===== config.mk =====
export PLATFORM = sky130hd
export DESIGN_NAME = pfq_ctrl
export DESIGN_NICKNAME = d
export VERILOG_FILES = /design/src/rtl/pfq_pkg.sv /design/src/rtl/pfq_store.sv /design/src/rtl/pfq_addr.sv /design/src/rtl/pfq_seq.sv /design/src/rtl/pfq_ctrl.sv
export SDC_FILE = /design/constraint.sdc
export NUM_CORES = 1
export LEC_CHECK = 0
export ABC_AREA = 1
export BUFFER_PORTS_ARGS = -buffer_cell sky130_fd_sc_hd__buf_2
export CORE_MARGIN = 2
export CORE_UTILIZATION = 60
export DETAILED_ROUTE_END_ITERATION = 16
export GPL_ROUTABILITY_DRIVEN = 0
export PLACE_DENSITY = 0.83
export SLEW_MARGIN = 30
export SYNTH_ARGS = -nofsm -noshare
export SYNTH_HDL_FRONTEND = slang
export SYNTH_SLANG_ARGS = --single-unit

===== constraint.sdc =====
create_clock -name clk -period 6.5 [get_ports clk]
set_clock_uncertainty 0.15 [all_clocks]
set_input_delay 1.3 -clock clk [delete_from_list [all_inputs] [get_ports clk]]
set_output_delay 1.3 -clock clk [all_outputs]
set_load 0.005 [all_outputs]

===== src/rtl/pfq_pkg.sv =====
package pfq_pkg;
    localparam int SEG_W  = 16;
    localparam int OFS_W  = 16;
    localparam int PHY_W  = SEG_W + 4;
    localparam int BYTE_W = 8;
    localparam int WORD_W = 2 * BYTE_W;

    localparam logic [SEG_W-1:0] SEG_AT_RESET = '1;
    localparam logic [OFS_W-1:0] OFS_AT_RESET = '0;

    typedef enum logic [1:0] {
        SQ_IDLE  = 2'd0,
        SQ_FETCH = 2'd1,
        SQ_DATA  = 2'd2
    } sq_state_e;

    // A fetch issued toward the bus sequencer
    typedef struct packed {
        logic [PHY_W-1:0] addr;
        logic             single;
    } fetch_cmd_t;

    // Bytes written into the store in one cycle (n = 0, 1 or 2)
    typedef struct packed {
        logic [1:0]        n;
        logic [BYTE_W-1:0] b0;
        logic [BYTE_W-1:0] b1;
    } fill_t;

    function automatic logic [PHY_W-1:0] phys_of(input logic [SEG_W-1:0] seg,
                                                 input logic [OFS_W-1:0] ofs);
        return {seg, 4'b0000} + {4'b0000, ofs};
    endfunction
endpackage


===== src/rtl/pfq_store.sv =====
module pfq_store
    import pfq_pkg::*;
#(
    parameter int  DEPTH = 6,
    localparam int CW    = $clog2(DEPTH + 1)
) (
    input  logic              clk,
    input  logic              rst,
    input  logic              clr,
    input  logic              pop,
    input  fill_t             fill,
    output logic [BYTE_W-1:0] head,
    output logic [CW-1:0]     count
);
    logic [DEPTH-1:0][BYTE_W-1:0] slot_q;
    logic [DEPTH-1:0][BYTE_W-1:0] slot_d;
    logic                         do_pop;
    logic [CW-1:0]                base;
    logic [CW-1:0]                count_d;

    assign do_pop  = pop && (count != '0);
    assign base    = count - CW'(do_pop);
    assign count_d = clr ? '0 : (base + CW'(fill.n));

    // Each slot either shifts toward the head or takes a new byte
    for (genvar g = 0; g < DEPTH; g++) begin : g_slot
        localparam int NXT = (g < DEPTH - 1) ? g + 1 : g;
        logic [BYTE_W-1:0] shifted;

        assign shifted = do_pop ? slot_q[NXT] : slot_q[g];

        always_comb begin
            if (fill.n != 2'd0 && base == CW'(g))
                slot_d[g] = fill.b0;
            else if (fill.n == 2'd2 && (base + CW'(1)) == CW'(g))
                slot_d[g] = fill.b1;
            else
                slot_d[g] = shifted;
        end

        always_ff @(posedge clk) begin
            if (rst) slot_q[g] <= '0;
            else     slot_q[g] <= slot_d[g];
        end
    end

    always_ff @(posedge clk) begin
        if (rst) count <= '0;
        else     count <= count_d;
    end

    assign head = slot_q[0];
endmodule


===== src/rtl/pfq_addr.sv =====
module pfq_addr
    import pfq_pkg::*;
(
    input  logic             clk,
    input  logic             rst,
    input  logic             redir,
    input  logic [SEG_W-1:0] redir_seg,
    input  logic [OFS_W-1:0] redir_ofs,
    input  logic             adv,
    input  logic             adv_one,
    output logic [PHY_W-1:0] phys,
    output logic             odd
);
    logic [SEG_W-1:0] seg_q;
    logic [OFS_W-1:0] ofs_q;

    always_ff @(posedge clk) begin
        if (rst) begin
            seg_q <= SEG_AT_RESET;
            ofs_q <= OFS_AT_RESET;
        end else if (redir) begin
            seg_q <= redir_seg;
            ofs_q <= redir_ofs;
        end else if (adv) begin
            ofs_q <= ofs_q + (adv_one ? OFS_W'(1) : OFS_W'(2));
        end
    end

    assign phys = phys_of(seg_q, ofs_q);
    assign odd  = ofs_q[0];
endmodule


===== src/rtl/pfq_seq.sv =====
module pfq_seq
    import pfq_pkg::*;
#(
    parameter int  DEPTH    = 6,
    parameter int  MIN_FREE = 2,
    localparam int CW       = $clog2(DEPTH + 1)
) (
    input  logic             clk,
    input  logic             rst,
    input  logic [CW-1:0]    count,
    input  logic             redir,
    input  logic             fch_ack,
    input  logic             dacc_req,
    input  logic             dacc_done,
    input  logic [PHY_W-1:0] cur_phys,
    input  logic             cur_odd,
    output sq_state_e        state,
    output fetch_cmd_t       cmd,
    output logic             accept
);
    localparam logic [CW-1:0] ROOM_MAX = CW'(DEPTH - MIN_FREE);

    sq_state_e state_d;
    logic      room;
    logic      stale_q;

    assign room = (count <= ROOM_MAX);

    always_comb begin
        state_d = state;
        unique case (state)
            SQ_IDLE: begin
                if (dacc_req)            state_d = SQ_DATA;
                else if (room && !redir) state_d = SQ_FETCH;
            end
            SQ_FETCH: begin
                if (fch_ack) state_d = dacc_req ? SQ_DATA : SQ_IDLE;
            end
            SQ_DATA: begin
                if (dacc_done) state_d = SQ_IDLE;
            end
            default: state_d = SQ_IDLE;
        endcase
    end

    always_ff @(posedge clk) begin
        if (rst) begin
            state   <= SQ_IDLE;
            cmd     <= '0;
            stale_q <= 1'b0;
        end else begin
            state <= state_d;
            if (state == SQ_IDLE && state_d == SQ_FETCH) begin
                cmd.addr   <= cur_phys;
                cmd.single <= cur_odd;
            end
            if (state == SQ_FETCH && fch_ack)
                stale_q <= 1'b0;
            else if (state == SQ_FETCH && redir)
                stale_q <= 1'b1;
        end
    end

    assign accept = (state == SQ_FETCH) && fch_ack && !stale_q && !redir;
endmodule


===== src/rtl/pfq_ctrl.sv =====
module pfq_ctrl
    import pfq_pkg::*;
#(
    parameter int  DEPTH    = 6,
    parameter int  MIN_FREE = 2,
    localparam int CW       = $clog2(DEPTH + 1)
) (
    input  logic              clk,
    input  logic              rst,
    output logic              fch_req,
    output logic [PHY_W-1:0]  fch_addr,
    output logic              fch_single,
    input  logic              fch_ack,
    input  logic [WORD_W-1:0] fch_data,
    output logic              pop_valid,
    output logic [BYTE_W-1:0] pop_byte,
    input  logic              pop_take,
    input  logic              redir,
    input  logic [SEG_W-1:0]  redir_seg,
    input  logic [OFS_W-1:0]  redir_ofs,
    input  logic              dacc_req,
    output logic              dacc_gnt,
    input  logic              dacc_done
);
    sq_state_e        state;
    fetch_cmd_t       cmd;
    logic             accept;
    logic [CW-1:0]    q_count;
    logic [PHY_W-1:0] cur_phys;
    logic             cur_odd;
    fill_t            fill;

    pfq_addr u_addr (
        .clk       (clk),
        .rst       (rst),
        .redir     (redir),
        .redir_seg (redir_seg),
        .redir_ofs (redir_ofs),
        .adv       (accept),
        .adv_one   (cmd.single),
        .phys      (cur_phys),
        .odd       (cur_odd)
    );

    pfq_seq #(.DEPTH(DEPTH), .MIN_FREE(MIN_FREE)) u_seq (
        .clk       (clk),
        .rst       (rst),
        .count     (q_count),
        .redir     (redir),
        .fch_ack   (fch_ack),
        .dacc_req  (dacc_req),
        .dacc_done (dacc_done),
        .cur_phys  (cur_phys),
        .cur_odd   (cur_odd),
        .state     (state),
        .cmd       (cmd),
        .accept    (accept)
    );

    // Odd-address byte arrives on the upper lane
    always_comb begin
        fill.n  = accept ? (cmd.single ? 2'd1 : 2'd2) : 2'd0;
        fill.b0 = cmd.single ? fch_data[WORD_W-1:BYTE_W] : fch_data[BYTE_W-1:0];
        fill.b1 = fch_data[WORD_W-1:BYTE_W];
    end

    pfq_store #(.DEPTH(DEPTH)) u_store (
        .clk   (clk),
        .rst   (rst),
        .clr   (redir),
        .pop   (pop_take),
        .fill  (fill),
        .head  (pop_byte),
        .count (q_count)
    );

    assign pop_valid  = (q_count != '0);
    assign fch_req    = (state == SQ_FETCH);
    assign fch_addr   = cmd.addr;
    assign fch_single = cmd.single;
    assign dacc_gnt   = (state == SQ_DATA);
endmodule


==> results of run 1 <==
metrics by stage:
stage,setup slack (ns),power (mW),cells,util
after floorplan,2.45,0.871,1025,-
after detailed placement,1.90,0.949,1213,0.665
after global routing,1.86,1.40,1229,0.683
after global placement,1.98,0.945,1213,0.665
after CTS,2.30,1.34,1229,0.683
final,2.24,1.34,1229,0.683
logic make-up (layout without fill, tap and decap cells):
| kind of cell | count (synthesis) | in the layout | share of synthesized area |
|---|---|---|---|
| flops | 106 | 106 | 0.328 |
| compound gates | 154 | 154 | 0.125 |
| buf+inv | 149 | 217 | 0.0932 |
| simple gates | 580 | 580 | 0.389 |
| xor+xnor | 15 | 15 | 0.0203 |
| fa+ha+maj | 21 | 21 | 0.0441 |
layout by cell type (no fill, tap or decap), types with 4 or more instances in the layout:
cell / n
nand3_1: 67
nand2_1: 305
buf_4: 5
nor2_1: 138
clkbuf_8: 10
a31oi_1: 7
dfxtp_1: 106
nor3_1: 9
a21oi_1: 65
inv_2: 7
o21ai_1: 18
clkinv_1: 4
nand4_1: 39
o21ai_0: 55
ha_1: 18
xor2_1: 12
inv_1: 98
buf_2: 86
nand2_2: 4
power groups by stage:
stage	sequential, mW	clock, mW	combinational [mW]
6_report	0.698	0.399	0.239
5_1_grt	0.700	0.428	0.275
4_1_cts	0.697	0.404	0.239
3_5_place_dp	0.711	0	0.238
3_3_place_gp	0.711	0	0.233
2_1_floorplan	0.706	0	0.165
flip-flops by register name (all words and copies together) (netlist names):
| register | count |
|---|---|
| u_store.slot_q | 32 |
| u_seq.cmd | 20 |
| u_addr.ofs_q | 16 |
| u_addr.seg_q | 16 |
| u_store.g_slot.shifted | 8 |
| u_store.head | 8 |
| u_store.count | 3 |
| u_seq.state | 2 |
| u_seq.stale_q | 1 |
cell type report:
class | count | share of cell area
Multi-Input combinational cell | 770 | 0.527
Sequential cell | 106 | 0.298
Timing Repair Buffer | 91 | 0.0658
Inverter | 110 | 0.0583
Tap cell | 136 | 0.0239
Clock buffer | 10 | 0.0194
Clock inverter | 6 | 0.00686
worst register-to-register path: cells and delay by family (launching register included):
kind	cells	cell delay (ns)
compound gates	1	0.39
simple gates	8	1.27
fa+ha+maj	3	0.83
flops	1	0.33
buf+inv	7	0.82
worst max path at each step:
stage | from | endpoint | cells past startpoint
global placement | pop_take | u_store.head[6] | 18
finish | pop_take | u_store.head[6] | 18
detailed placement | pop_take | u_store.head[3] | 17
floorplan | pop_take | u_store.slot_q[22] | 19
CTS | pop_take | u_store.head[1] | 18
global route | pop_take | u_store.head[3] | 17
metal layers:
metal  vias to the layer above  wire length [µm]  track usage
met4                         0               575        0.132
li1                       3437                 -            -
met1                      2932              7300        0.393
met5                         -                 0            0
met3                        47              1170       0.0496
met2                       249              7760        0.506
==> impl_metrics.json, run 1 <==
{
  "outcome": "finished clean",
  "synth_cell_types": 38,
  "multiInputGateArea_um2": 3750,
  "finalSetupTns_ns": 0,
  "p_per_area_nw_per_um2": 188,
  "yosys_warnings": 0,
  "clkSlewWorstSetupHoldPaths_ns": 0.10,
  "timing.rr.end": "u_store.head[6]",
  "p_int_uw": 913,
  "regArea_um2": 2120,
  "grt_pass1_vias": 6175,
  "async_reset_ff_frac": 0,
  "drt_iter0_markers": 522,
  "antenna_cells": 0,
  "die_w_um": 108,
  "layout_min_cycle_time_ns": 4.26,
  "hold_ws_ns": 0.321,
  "num-nets-final": 1164,
  "holdPathEnd": "u_store.g_slot[5].shifted[6]",
  "start_util": 0.621,
  "synth.ff_latch_count": 106,
  "synth_edf_count": 0,
  "cts_setup_buffers": 0,
  "htreeDepth": 3,
  "routedWlPerCell_um": 13.7,
  "die_h_um": 108,
  "crit_path_cell_trace": "buf_2 -> nand2_1 -> buf_4 -> inv_1 -> ha_1 -> ha_1 -> inv_2 -> nand2_1 -> inv_1 -> ha_1 -> inv_1 -> nor2_1 -> nand4_2 -> a21oi_1 -> nand2_1 -> nand3_1 -> nand2_1 -> inv_1",
  "synthCells": 1025,
  "port_buffers": 86,
  "power_frac_comb": 0.179,
  "crit_buf_inv": 7,
  "yosysMostFrequentCell": "nand2_1",
  "hold_start": "u_store.g_slot[5].shifted[6]",
  "finalCritPeriodShare": 0.655,
  "critPathLaunchType": "input pin",
  "clkPwrFrac": 0.299,
  "final-setup-viol-count": 0,
  "critPathMaxFanout": 34,
  "coreArea_um2": 10400,
  "numCtsBuffers": 9,
  "yosys-top-cells-count": "nand2_1, nor2_1, dfxtp_1, inv_1, nand3_1",
  "slew_headroom": 0.416,
  "cts_tree": "yes",
  "hold_viol": 0,
  "rsz0062_at_grt": "false",
  "p_sw_uw": 423,
  "synth_nets": 1101,
  "ys.flop_type": "dfxtp_1",
  "vdd_ir_drop_max_v": 0.000156,
  "die_area_um2": 11600,
  "clock_latency_ns": 0.38,
  "grt_max_degree": 69,
  "seqPwrFrac": 0.522,
  "postPlaceCellArea_um2": 6920,
  "maxCapViolCount": 0,
  "syn_area_um2": 6470,
  "num_rows": 37,
  "ctsHoldBuffers": 0,
  "cts_root_buffer": "clkbuf_8",
  "p_leak_nw": 3.50,
  "drcViolationCount": 0,
  "cp-end-kind": "register",
  "r2r_start": "u_store.count[2]",
  "viasPerCell": 5.42,
  "rrSetupSlack_ns": 2.67,
  "cts_max_path_buffers": 2,
  "hold_class": "register to register",
  "syn_avg_cell_area_um2": 6.31,
  "synth_area_leader_cell": "dfxtp_1",
  "num_vias": 6665,
  "r2r_cells": 19,
  "cp_slowest_cell": "nand4_2",
  "crit_path_max_incr_delay_ns": 0.48,
  "yosys-top-cells-area": "dfxtp_1, nand2_1, nor2_1, inv_1, nand3_1",
  "drive_above_1_share": 0.127,
  "synth_top_cell_area_share": 0.328,
  "cp_data_required_time_ns": 6.67,
  "arrival_ns": 4.43,
  "slew_viol_final": 0,
  "fillCellCount": 965,
  "cts_resized": 0,
  "synth_seq_area_share": 0.328,
  "dp_hpwl_um": 12300,
  "grt_overflow": 0,
  "grtUsageTotal": 0.306,
  "cpLargestDelayFamily": "simple AND/OR/NAND/NOR gates",
  "wirelength_um": 16800,
  "worst_pin_slew_ns": 0.867,
  "postLayoutCellArea_um2": 7110,
  "grt_pass1_wl_um": 28500,
  "path_class": "input pin to register",
  "ios": 87,
  "clock-sinks": 106,
  "antenna_found_initial": 0,
  "netSwitchingFraction": 0.316,
  "area.growth.synth_to_final_pct": 9.90,
  "hold_depth": 2,
  "firstDrtPassIters": 5,
  "max_freq_mhz": 235,
  "drtAntennaViolNets": 0
}
Note: power is estimated with default switching activity, not from simulation.
==> run 2, diff against run 1 <==
Settings changed: CORE_UTILIZATION 60 to 58, PLACE_DENSITY 0.83 to 0.8.
Clock period 6.5 ns to 4.4 ns, I/O delays scaled along.
==> impl_metrics.json, run 2 (synthesized netlist as in run 1, its figures left out) <==
{
  "drive_above_1_share": 0.129,
  "layout_min_cycle_time_ns": 3.47,
  "crit_path_cell_trace": "inv_1 -> nand3_1 -> nand2_1 -> inv_1 -> ha_1 -> ha_1 -> inv_2 -> nand2_1 -> inv_1 -> ha_1 -> inv_1 -> nor2_1 -> nand4_2 -> a21oi_1 -> nand2_1 -> nand3_1 -> nand2_1 -> inv_1",
  "wirelength_um": 17800,
  "die_area_um2": 12000,
  "cts_resized": 0,
  "cts_tree": "yes",
  "largest_reg_flops": 32,
  "crit_path_max_incr_delay_ns": 0.49,
  "clkSlewWorstSetupHoldPaths_ns": 0.10,
  "grt_max_degree": 68,
  "die_w_um": 110,
  "hold_depth": 2,
  "seqPwrFrac": 0.515,
  "antenna_cells": 0,
  "final-setup-viol-count": 0,
  "grt_overflow": 0,
  "finalCoreUtilization": 0.658,
  "stdcell_count": 1235,
  "multiInputGateArea_um2": 3750,
  "outcome": "finished clean",
  "p_int_mw": 1.38,
  "path_class": "register to register",
  "fillCellCount": 1028,
  "coreArea_um2": 10800,
  "r2r_start": "u_store.count[2]",
  "p_sw_uw": 625,
  "num_rows": 38,
  "grt_pass1_vias": 5987,
  "p_leak_nw": 3.51,
  "routedWlPerCell_um": 14.5,
  "clock_latency_ns": 0.40,
  "arrival_ns": 3.67,
  "finalCritPeriodShare": 0.789,
  "antenna_found_initial": 0,
  "firstDrtPassIters": 5,
  "grtUsageTotal": 0.309,
  "die_h_um": 110,
  "cts_setup_buffers": 0,
  "cpMostUsedCell": "inv_1",
  "power_mw": 2.00,
  "clkPwrFrac": 0.305,
  "hold_class": "register to register",
  "dp_hpwl_um": 12600,
  "slew_headroom": 0.356,
  "hold_start": "u_store.g_slot[5].shifted[6]",
  "hold_ws_ns": 0.320,
  "power_frac_comb": 0.180,
  "final_cell_mix": "nand2_1, nor2_1, dfxtp_1, inv_1, buf_2",
  "cp_slowest_cell": "nand4_2",
  "drt_iter0_markers": 616,
  "cts_max_path_buffers": 2,
  "htreeDepth": 3,
  "max_freq_mhz": 288,
  "p_per_area_nw_per_um2": 281,
  "cts_root_buffer": "clkbuf_8",
  "finalSetupTns_ns": 0,
  "start_util": 0.597,
  "cp_data_required_time_ns": 4.60,
  "ctsHoldBuffers": 0,
  "grt_pass1_wl_um": 28800,
  "vdd_ir_drop_max_v": 0.000285,
  "maxCapViolCount": 0,
  "num_vias": 6820,
  "ios": 87,
  "critPathLaunchType": "register",
  "worst_pin_slew_ns": 0.956,
  "largestRegisters": "u_store.slot_q: 32 flops, u_seq.cmd: 20 flops",
  "num-nets-final": 1166,
  "viasPerCell": 5.52,
  "rrSetupSlack_ns": 0.93,
  "regArea_um2": 2120,
  "netSwitchingFraction": 0.312,
  "regMostFlops": "u_store.slot_q",
  "port_buffers": 86,
  "rsz0062_at_grt": "false",
  "area.growth.synth_to_final_pct": 10.3,
  "cp-end-kind": "register",
  "dp_cells": 1219,
  "holdPathEnd": "u_store.g_slot[5].shifted[6]",
  "drcViolationCount": 0,
  "drtAntennaViolNets": 0,
  "numCtsBuffers": 9,
  "slew_viol_final": 0,
  "final_common_cell": "nand2_1",
  "clock-sinks": 106,
  "timing.rr.end": "u_store.head[6]",
  "critPathMaxFanout": 23,
  "hold_viol": 0,
  "r2r_cells": 18
}
-- run 2: cell types whose count changed in the layout (fill, tap and decap cells not counted) --
cell / previous run / this run
buf_4: 5 / 7
clkbuf_8: 10 / 12
clkinv_4: 3 / 0
clkinvlp_4: 0 / 1
o21ai_0: 55 / 53
o21ai_1: 18 / 20
-- run 2: stage by stage --
step / cell area (µm²) / worst slack, ns
final: 7140 / 0.927
after global routing: 7140 / 0.618
after CTS: 7140 / 0.953
after detailed placement: 6940 / 0.578
after global placement: 6940 / 0.636
after floorplan: 6470 / 0.771
-- run 2: how the worst max path moves through the flow --
stage	startpoint	endpoint	slack, ns	depth (start not counted)
global route	u_store.count[2]	u_store.head[0]	0.62	17
detailed placement	pop_take	u_store.head[6]	0.58	17
finish	u_store.count[2]	u_store.head[6]	0.93	18
global placement	pop_take	u_store.head[1]	0.64	17
CTS	u_store.count[2]	u_store.head[6]	0.95	18
floorplan	pop_take	u_store.slot_q[22]	0.77	19
-- run 2: layout make-up --
type,instances,area share
tap,140,0.0245
clock inverter,4,0.00421
inverter,110,0.0580
clock buffer,12,0.0231
sequential,106,0.297
multi-input combinational,770,0.525
timing repair buffer,93,0.0677
-- run 2: worst max-delay path: cells and delay by family (launching register included) --
family / cells / cell delay, ns
AO/OA/AOI/OAI: 1 / 0.37
buffers and inverters: 6 / 0.43
AND/OR/NAND/NOR: 8 / 1.29
flip-flops: 1 / 0.34
adder cells (fa/ha/maj): 3 / 0.82
-- run 2: power groups by stage --
stage	sequential [mW]	combinational (mW)	clock, mW
finish	1.03	0.360	0.612
CTS	1.03	0.357	0.615
global placement	1.05	0.351	0
detailed placement	1.05	0.354	0
floorplan	1.04	0.243	0
global route	1.04	0.411	0.648
-- run 2: routing by layer --
layer | vias up | routed length [µm] | track usage
li1 | 3451 | - | -
met1 | 3017 | 7760 | 0.395
met2 | 305 | 7990 | 0.507
met3 | 47 | 1470 | 0.0658
met4 | 0 | 630 | 0.122
met5 | - | 0 | 0
==> run 3, diff against run 2 <==
Clock period 4.4 ns to 3.6 ns, I/O delays scaled along.
==> impl_metrics.json, run 3 (synthesized netlist as in run 1, its figures left out) <==
{
  "htreeDepth": 3,
  "num_rows": 38,
  "numCtsBuffers": 9,
  "slew_headroom": 0.420,
  "drive_above_1_share": 0.133,
  "die_h_um": 110,
  "antenna_found_initial": 0,
  "clkSlewWorstSetupHoldPaths_ns": 0.10,
  "finalCoreUtilization": 0.665,
  "coreArea_um2": 10800,
  "viasPerCell": 5.46,
  "largestRegisters": "u_store.slot_q: 32 flops, u_seq.cmd: 20 flops",
  "slew_viol_final": 0,
  "ctsHoldBuffers": 0,
  "postLayoutCellArea_um2": 7210,
  "path_class": "register to register",
  "grtUsageMet2": 0.507,
  "grt_pass1_wl_um": 28600,
  "finalSetupTns_ns": 0,
  "largest_reg_flops": 32,
  "cts_root_buffer": "clkbuf_8",
  "start_util": 0.597,
  "rsz0062_at_grt": "false",
  "arrival_ns": 3.44,
  "grtUsageMet1": 0.392,
  "drcViolationCount": 0,
  "cp-end-kind": "register",
  "critPathLaunchType": "register",
  "ios": 87,
  "hold_class": "register to register",
  "drt_iter0_markers": 493,
  "routedWlPerCell_um": 14.1,
  "regMostFlops": "u_store.slot_q",
  "outcome": "finished clean",
  "grt_pass1_vias": 6117,
  "wirelength_um": 17400,
  "hold_viol": 0,
  "final_common_cell": "nand2_1",
  "port_buffers": 86,
  "area.growth.synth_to_final_pct": 11.5,
  "grtUsageTotal": 0.303,
  "cts_tree": "yes",
  "final_cell_mix": "nand2_1, nor2_1, dfxtp_1, inv_1, buf_2",
  "vdd_ir_drop_max_v": 0.000339,
  "postPlaceCellArea_um2": 7000,
  "grtUsageMet3": 0.0575,
  "die_area_um2": 12000,
  "grt_max_degree": 68,
  "cts_max_path_buffers": 2,
  "final-setup-viol-count": 0,
  "drtAntennaViolNets": 0,
  "num_vias": 6778,
  "grt.busiest_layer": "met2",
  "rrSetupSlack_ns": 0.35,
  "dp_hpwl_um": 12500,
  "hold_ws_ns": 0.318,
  "antenna_cells": 0,
  "critPathMaxFanout": 22,
  "cts_setup_buffers": 0,
  "cts_resized": 0,
  "layout_min_cycle_time_ns": 3.25,
  "p_per_area_nw_per_um2": 350,
  "max_freq_mhz": 307,
  "worst_pin_slew_ns": 0.861,
  "finalCritPeriodShare": 0.904,
  "fillCellCount": 1028,
  "cp_data_required_time_ns": 3.79,
  "maxCapViolCount": 0,
  "clock_latency_ns": 0.40,
  "grt_overflow": 0,
  "num-nets-final": 1173,
  "die_w_um": 110,
  "firstDrtPassIters": 7,
  "p_leak_nw": 3.55,
  "clock-sinks": 106
}
-- run 3: final cells by class --
type	count	area, µm²	share of cell area
Clock inverter	4	76.3	0.0106
Clock buffer	11	141	0.0196
Tap cell	140	175	0.0243
Multi-Input combinational cell	770	3750	0.520
Timing Repair Buffer	100	536	0.0742
Sequential cell	106	2120	0.294
Inverter	110	414	0.0574
-- run 3: power breakdown --
group	internal, mW	total (mW)	switching [mW]
clock	0.409	0.827	0.419
combinational	0.155	0.438	0.283
sequential	1.22	1.26	0.0417
total	1.78	2.52	0.743
-- run 3: stage by stage --
stage	power (mW)	setup WS, ns	instances
floorplan	1.57	0.131	1025
CTS	2.53	0.361	1241
finish	2.52	0.346	1241
global placement	1.71	0.182	1226
global route	2.64	0.0317	1241
detailed placement	1.72	0.105	1226
-- run 3: path summary, 6_finish.rpt --
| check | from | endpoint | depth (start not counted) |
|---|---|---|---|
| hold reg to reg | u_store.g_slot[5].shifted[6] | u_store.g_slot[5].shifted[6] | 2 |
| setup reg to reg | u_store.count[2] | u_store.head[7] | 19 |
| setup / recovery | u_store.count[2] | u_store.head[7] | 19 |
| hold / removal | u_store.g_slot[5].shifted[6] | u_store.g_slot[5].shifted[6] | 2 |
-- run 3: critical path, stage by stage, from the launching register on --
cell	delay [ns]
dfxtp_1	0.33
inv_1	0.11
nand3_1	0.11
nand2_1	0.10
inv_1	0.05
ha_1	0.17
ha_1	0.30
inv_2	0.06
nand2_1	0.12
inv_1	0.07
ha_1	0.27
inv_1	0.08
nor2_1	0.19
nand4_2	0.44
buf_4	0.32
nand2_1	0.05
o21ai_1	0.06
nor2_1	0.10
nor2_1	0.05
nor2_1	0.07
-- run 3: routing by layer --
metal  wire length [µm]  part of all wire
met5                  0                 0
met4                463             0.027
met3               1200             0.069
met2               8030              0.46
met1               7760              0.44
